===== src/rtl/ctl_pkg.sv =====
package ctl_pkg;
    localparam int OPC_W   = 6;
    localparam int FN_W    = 6;
    localparam int N_FAULT = 4;
    localparam int AOP_W   = 2;

    localparam logic [OPC_W-1:0] OPC_RTYPE = 6'b000000;
    localparam logic [OPC_W-1:0] OPC_LW    = 6'b100011;
    localparam logic [OPC_W-1:0] OPC_SW    = 6'b101011;
    localparam logic [OPC_W-1:0] OPC_BEQ   = 6'b000100;
    localparam logic [OPC_W-1:0] OPC_ADDI  = 6'b001000;
    localparam logic [FN_W-1:0]  FN_ADD    = 6'b100000;

    localparam logic [AOP_W-1:0] AOP_ADD = 2'b00;
    localparam logic [AOP_W-1:0] AOP_SUB = 2'b01;
    localparam logic [AOP_W-1:0] AOP_FN  = 2'b10;

    // positions of the faultable lines inside the fault vector
    localparam int FL_WB  = 0;
    localparam int FL_PC  = 1;
    localparam int FL_MW  = 2;
    localparam int FL_IMM = 3;

    typedef struct packed {
        logic             reg_wr;
        logic             alu_imm_sel;
        logic             mem_rd;
        logic             mem_wr;
        logic             wb_from_mem;
        logic             pc_take;
        logic [AOP_W-1:0] alu_op;
        logic             broken;
    } ctl_word_t;
endpackage


===== src/rtl/ctl_decode.sv =====
module ctl_decode
    import ctl_pkg::*;
(
    input  logic [OPC_W-1:0] opcode,
    input  logic [FN_W-1:0]  funct,
    input  logic             alu_zero,
    output ctl_word_t        raw
);
    always_comb begin
        raw = '0;
        unique case (opcode)
            OPC_RTYPE: begin
                if (funct == FN_ADD) begin
                    raw.reg_wr = 1'b1;
                    raw.alu_op = AOP_FN;
                end
            end
            OPC_LW: begin
                raw.reg_wr      = 1'b1;
                raw.alu_imm_sel = 1'b1;
                raw.mem_rd      = 1'b1;
                raw.wb_from_mem = 1'b1;
                raw.alu_op      = AOP_ADD;
            end
            OPC_SW: begin
                raw.alu_imm_sel = 1'b1;
                raw.mem_wr      = 1'b1;
                raw.alu_op      = AOP_ADD;
            end
            OPC_ADDI: begin
                raw.reg_wr      = 1'b1;
                raw.alu_imm_sel = 1'b1;
                raw.alu_op      = AOP_ADD;
            end
            OPC_BEQ: begin
                raw.pc_take = alu_zero;
                raw.alu_op  = AOP_SUB;
            end
            default: raw = '0;
        endcase
    end
endmodule


===== src/rtl/ctl_stuck_mask.sv =====
module ctl_stuck_mask
    import ctl_pkg::*;
(
    input  ctl_word_t          raw,
    input  logic [N_FAULT-1:0] stuck_mask,
    output ctl_word_t          forced
);
    logic [N_FAULT-1:0] lines_in;
    logic [N_FAULT-1:0] lines_out;
    logic [N_FAULT-1:0] hit;

    always_comb begin
        lines_in         = '0;
        lines_in[FL_WB]  = raw.wb_from_mem;
        lines_in[FL_PC]  = raw.pc_take;
        lines_in[FL_MW]  = raw.mem_wr;
        lines_in[FL_IMM] = raw.alu_imm_sel;
    end

    for (genvar i = 0; i < N_FAULT; i++) begin : g_line
        assign lines_out[i] = lines_in[i] & ~stuck_mask[i];
        assign hit[i]       = lines_in[i] &  stuck_mask[i];
    end

    always_comb begin
        forced             = raw;
        forced.wb_from_mem = lines_out[FL_WB];
        forced.pc_take     = lines_out[FL_PC];
        forced.mem_wr      = lines_out[FL_MW];
        forced.alu_imm_sel = lines_out[FL_IMM];
        forced.broken      = |hit;
    end
endmodule


===== src/rtl/ctl_fault_unit.sv =====
module ctl_fault_unit
    import ctl_pkg::*;
(
    input  logic         clk,
    input  logic         rst_n,
    input  logic [5:0]   opcode,
    input  logic [5:0]   funct,
    input  logic         alu_zero,
    input  logic [3:0]   stuck_mask,
    output logic         reg_wr,
    output logic         alu_imm_sel,
    output logic         mem_rd,
    output logic         mem_wr,
    output logic         wb_from_mem,
    output logic         pc_take,
    output logic [1:0]   alu_op,
    output logic         instr_broken
);
    ctl_word_t raw_w;
    ctl_word_t ctl_d;
    ctl_word_t ctl_q;

    ctl_decode u_dec (
        .opcode   (opcode),
        .funct    (funct),
        .alu_zero (alu_zero),
        .raw      (raw_w)
    );

    ctl_stuck_mask u_mask (
        .raw        (raw_w),
        .stuck_mask (stuck_mask),
        .forced     (ctl_d)
    );

    always_ff @(posedge clk) begin
        if (!rst_n) ctl_q <= '0;
        else        ctl_q <= ctl_d;
    end

    assign reg_wr       = ctl_q.reg_wr;
    assign alu_imm_sel  = ctl_q.alu_imm_sel;
    assign mem_rd       = ctl_q.mem_rd;
    assign mem_wr       = ctl_q.mem_wr;
    assign wb_from_mem  = ctl_q.wb_from_mem;
    assign pc_take      = ctl_q.pc_take;
    assign alu_op       = ctl_q.alu_op;
    assign instr_broken = ctl_q.broken;


    branch_taken_chk: assert property (@(posedge clk) disable iff (!rst_n)
        pc_take |-> ($past(opcode) == OPC_BEQ && $past(alu_zero) && !$past(stuck_mask[FL_PC])));

    store_only_chk: assert property (@(posedge clk) disable iff (!rst_n)
        mem_wr |-> ($past(opcode) == OPC_SW && !$past(stuck_mask[FL_MW])));

    wb_load_chk: assert property (@(posedge clk) disable iff (!rst_n)
        wb_from_mem |-> (mem_rd && reg_wr));

    mem_excl_chk: assert property (@(posedge clk) disable iff (!rst_n)
        $onehot0({mem_rd, mem_wr}));

    imm_mask_chk: assert property (@(posedge clk) disable iff (!rst_n)
        alu_imm_sel |-> !$past(stuck_mask[FL_IMM]));

    broken_mask_chk: assert property (@(posedge clk) disable iff (!rst_n)
        instr_broken |-> ($past(stuck_mask) != '0));

    illegal_zero_chk: assert property (@(posedge clk) disable iff (!rst_n)
        ($past(opcode) == 6'b111111) |-> (!reg_wr && !mem_rd && alu_op == 2'b00));

    reset_clear_chk: assert property (@(posedge clk)
        !$past(rst_n) |-> (!reg_wr && !mem_rd && !mem_wr && !pc_take && !instr_broken));
endmodule


===== config.mk =====
export PLATFORM = sky130hd
export DESIGN_NAME = ctl_fault_unit
export DESIGN_NICKNAME = d
export VERILOG_FILES = /design/src/rtl/ctl_pkg.sv /design/src/rtl/ctl_decode.sv /design/src/rtl/ctl_stuck_mask.sv /design/src/rtl/ctl_fault_unit.sv
export SDC_FILE = /design/constraint.sdc
export NUM_CORES = 1
export LEC_CHECK = 0
export ABC_CLOCK_PERIOD_IN_PS = 2550
export CORE_AREA = 2 2 39 41
export DETAILED_ROUTE_END_ITERATION = 6
export DIE_AREA = 0 0 41 43
export HOLD_SLACK_MARGIN = 0.08
export PLACE_DENSITY = 0.67
export SLEW_MARGIN = 20
export SYNTH_ARGS = -nofsm -noshare
export SYNTH_HDL_FRONTEND = slang
export SYNTH_SLANG_ARGS = --single-unit

===== constraint.sdc =====
create_clock -name clk -period 2.55 [get_ports clk]
set_input_delay 0.51 -clock clk [delete_from_list [all_inputs] [get_ports clk]]
set_output_delay 0.51 -clock clk [all_outputs]
set_load 0.005 [all_outputs]

==> Flow_metrics.wiki <==
{| class="wikitable"
! Metric !! Value
|-
| Result of the run || finished clean
|-
| DRT Wirelength || 929 µm
|-
| Top cells by area in the synthesized netlist || dfxtp_1 48%, nor4_4 5.6%, and4_1 4.6%
|-
| Count of vias placed by the detailed router || 397
|-
| Netlist Area Pre-Place || 378 µm²
|-
| Die width || 41 µm
|-
| CP Capture Type || flop
|-
| Number of buffers inserted during clock tree synthesis || 3
|-
| Largest area contributor in the netlist || dfxtp_1
|-
| Critical-path cell list || clkdlybuf4s50_1 > nor4_4 > nand4_1 > o221ai_2
|-
| Number of global-route vias before repair || 369
|-
| Share of the synthesized area in the top cell type || 0.477
|-
| Total Nets Final || 87
|-
| Pins Over Slew Limit || 0
|-
| Number of post-CTS setup repair buffers || 0
|-
| Setup repair after global routing missed its margin || false
|-
| Pin count of the biggest net entering global routing || 9
|-
| Antenna-violating nets left || 0
|-
| Initial detailed-routing violation count || 13
|-
| Type of the worst setup path || primary input to flop
|-
| Flip-flop cell with the highest count after synthesis || dfxtp_1
|-
| Total I/O pin count || 28
|-
| Synthesis-to-layout area growth || 80.8%
|-
| Number of storage elements in the synthesis netlist || 9
|-
| Sort of element at the start of the critical path || primary input
|-
| Wire length of the first global-routing pass || 1590 µm
|-
| Hold-fix buffer count after cts || 0
|-
| Fmax || 632 MHz
|-
| Placer's final routability congestion estimate || 0.807
|-
| Footprint of the flip-flops and latches || between 150 and 200 µm²
|-
| Final hold violation count || 0
|-
| Antenna diode count || 0
|-
| Number of buffers on the longest clock path || 2
|-
| Per-cell routed wire length || approximately 11 µm
|-
| Number of cells produced by synthesis || 37
|-
| Final critical path time including I/O delays and setup || 1.58 ns
|-
| Slew @ Worst Pin || 0.365 ns
|-
| Number of synthesis warnings || 0
|-
| Req. time, crit path || 2.73 ns
|-
| Final Power || 296 µW
|-
| Share of layout cells above drive strength 1 || 0.0896
|-
| Net count after synthesis || between 50 and 60
|-
| Proportion of synthesized chip area in sequential cells || 0.477
|-
| Die Y-Extent || 43 µm
|-
| CTS Sinks || 9
|-
| Max Fanout on Critical Path || 8
|-
| Core region area || roughly 0.0014 mm²
|-
| Post-Syn Area per Cell || 10.2 µm²
|-
| Tightest Hold Check Type || primary input to flop
|-
| Initial Util || 0.273
|-
| Max H-tree Level || 1
|-
| Number of antenna violations at the first check in global routing || 0
|-
| Worst hold path endpoint || pc_take
|-
| Worst ir drop on vdd || roughly 0.00017 V
|-
| CTS tree || built
|-
| Overall track demand over capacity in global routing || 0.138
|-
| Standby leakage power || 0.000247 µW
|-
| Setup TNS || 0 ns
|-
| Vias per inst || around 4.8
|-
| Max-capacitance violation count || 0
|-
| Area of the multi-input gates || between 150 and 200 µm²
|-
| Cells on Worst Hold Path || 2
|-
| Root buffer cell || clkbuf_4
|-
| Remaining global-route overflow || 0
|-
| Number of core rows || 14
|-
| Data arrival at the endpoint of the critical path || 1.77 ns
|-
| Worst rel slew slack || 0.753
|-
| Critical path's largest stage delay || 0.57 ns
|-
| Layout fillers || 150
|-
| Clock-pin slew reported for the worst setup and hold paths after clock tree synthesis || around 0.06 ns
|-
| Critical Path Slowest Stage Cell || clkdlybuf4s50_1
|-
| Number of iterations in the first detailed-routing pass || 4
|-
| Most numerous cell types in the synthesized netlist || 9 x dfxtp_1, 3 x a21oi_1, 3 x nor2_1, 3 x nor3_1
|-
| Proportion of register bits with asynchronous set or reset after synthesis || 0
|-
| Power density cells || 433 mW/mm²
|-
| Number of enable flip-flop cells after synthesis || 0
|-
| Quantity of I/O buffers inserted on ports || 27
|-
| Number of gates resized after cts || 0
|-
| Start point of the critical path || opcode[3]
|-
| Residual DRC || 0
|-
| Area enclosed by the die boundary || approximately 0.0018 mm²
|-
| Hold Crit Start || stuck_mask[1]
|-
| Top-count cell post-synth || dfxtp_1
|-
| Count of cell types in the netlist || 18
|-
| Half-perimeter wire length of the detailed placement result || 723 µm
|-
| Final period util || 0.621
|-
| Count of endpoints failing setup in the final report || 0
|}
-- sequential cells by signal (all words and copies together), names as in the netlist --
signal / cells
alu_imm_sel: 1
alu_op: 2
instr_broken: 1
mem_rd: 1
mem_wr: 1
pc_take: 1
reg_wr: 1
wb_from_mem: 1
-- critical path, delay by kind of cell --
family	cells	cell delay (ns)
AND/OR/NAND/NOR	2	0.51
buffers and inverters	1	0.57
AO/OA/AOI/OAI	1	0.18
-- logic make-up (layout without fill, tap and decap cells) --
family	count (synthesis)	after routing	share of synthesized area
buffers and inverters	3	33	0.0497
and+or+nand+nor	19	19	0.358
DFF	9	9	0.477
AOI/OAI and AO/OA	6	6	0.116
-- stage by stage --
step / util / area [µm²] / setup slack [ns] / instances / hold WS (ns)
CTS: 0.494 / 683 / 0.960 / 83 / 0.805
floorplan: - / 378 / 1.33 / 37 / 0.582
detailed placement: 0.475 / 657 / 0.724 / 79 / 1.07
global placement: 0.475 / 657 / 0.785 / 79 / 1.08
finish: 0.494 / 683 / 0.968 / 83 / 0.807
global route: 0.494 / 683 / 0.870 / 83 / 0.842
-- layout make-up --
| type | count | area share |
|---|---|---|
| multi-input combinational | 25 | 0.262 |
| inverter | 2 | 0.0110 |
| timing repair buffer | 27 | 0.396 |
| sequential | 9 | 0.264 |
| clock buffer | 4 | 0.0385 |
| tap | 16 | 0.0293 |
-- placed cells by master, fill, tap and decap left out --
master | netlist | routed
nor3_1 | 3 | 3
nor2b_1 | 1 | 1
o211ai_1 | 1 | 1
nor2_1 | 3 | 3
a21oi_1 | 3 | 3
nor4b_1 | 2 | 2
clkbuf_4 | 0 | 3
inv_1 | 2 | 2
clkbuf_1 | 0 | 1
dfxtp_1 | 9 | 9
clkdlybuf4s50_1 | 0 | 27
nand4_1 | 1 | 1
nand2_1 | 2 | 2
nor3b_1 | 1 | 1
nor4_4 | 1 | 1
nor3b_2 | 1 | 1
o22ai_1 | 1 | 1
o221ai_2 | 1 | 1
and3_1 | 2 | 2
and4_1 | 2 | 2
-- layer usage --
metal | share of wire | track usage | vias up
li1 | - | - | 200
met2 | 0.46 | 0.184 | 20
met5 | 0 | 0 | -
met1 | 0.43 | 0.175 | 175
met3 | 0.096 | 0.0471 | 2
met4 | 0.018 | 0.100 | 0
-- power breakdown --
group          internal [µW]  total [µW]  switching (µW)
Clock                   60.1         107            46.5
Combinational           30.9        47.9            17.0
Sequential               141         142           0.208
Total                    232         296            63.7
-- worst max path at each step --
stage | to | slack, ns | cells past startpoint
after floorplan | instr_broken | 1.33 | 4
after global placement | instr_broken | 0.78 | 4
after detailed placement | instr_broken | 0.72 | 4
after CTS | instr_broken | 0.96 | 4
after global routing | instr_broken | 0.87 | 4
final | instr_broken | 0.97 | 4
Power figures use the tool's default switching activity.
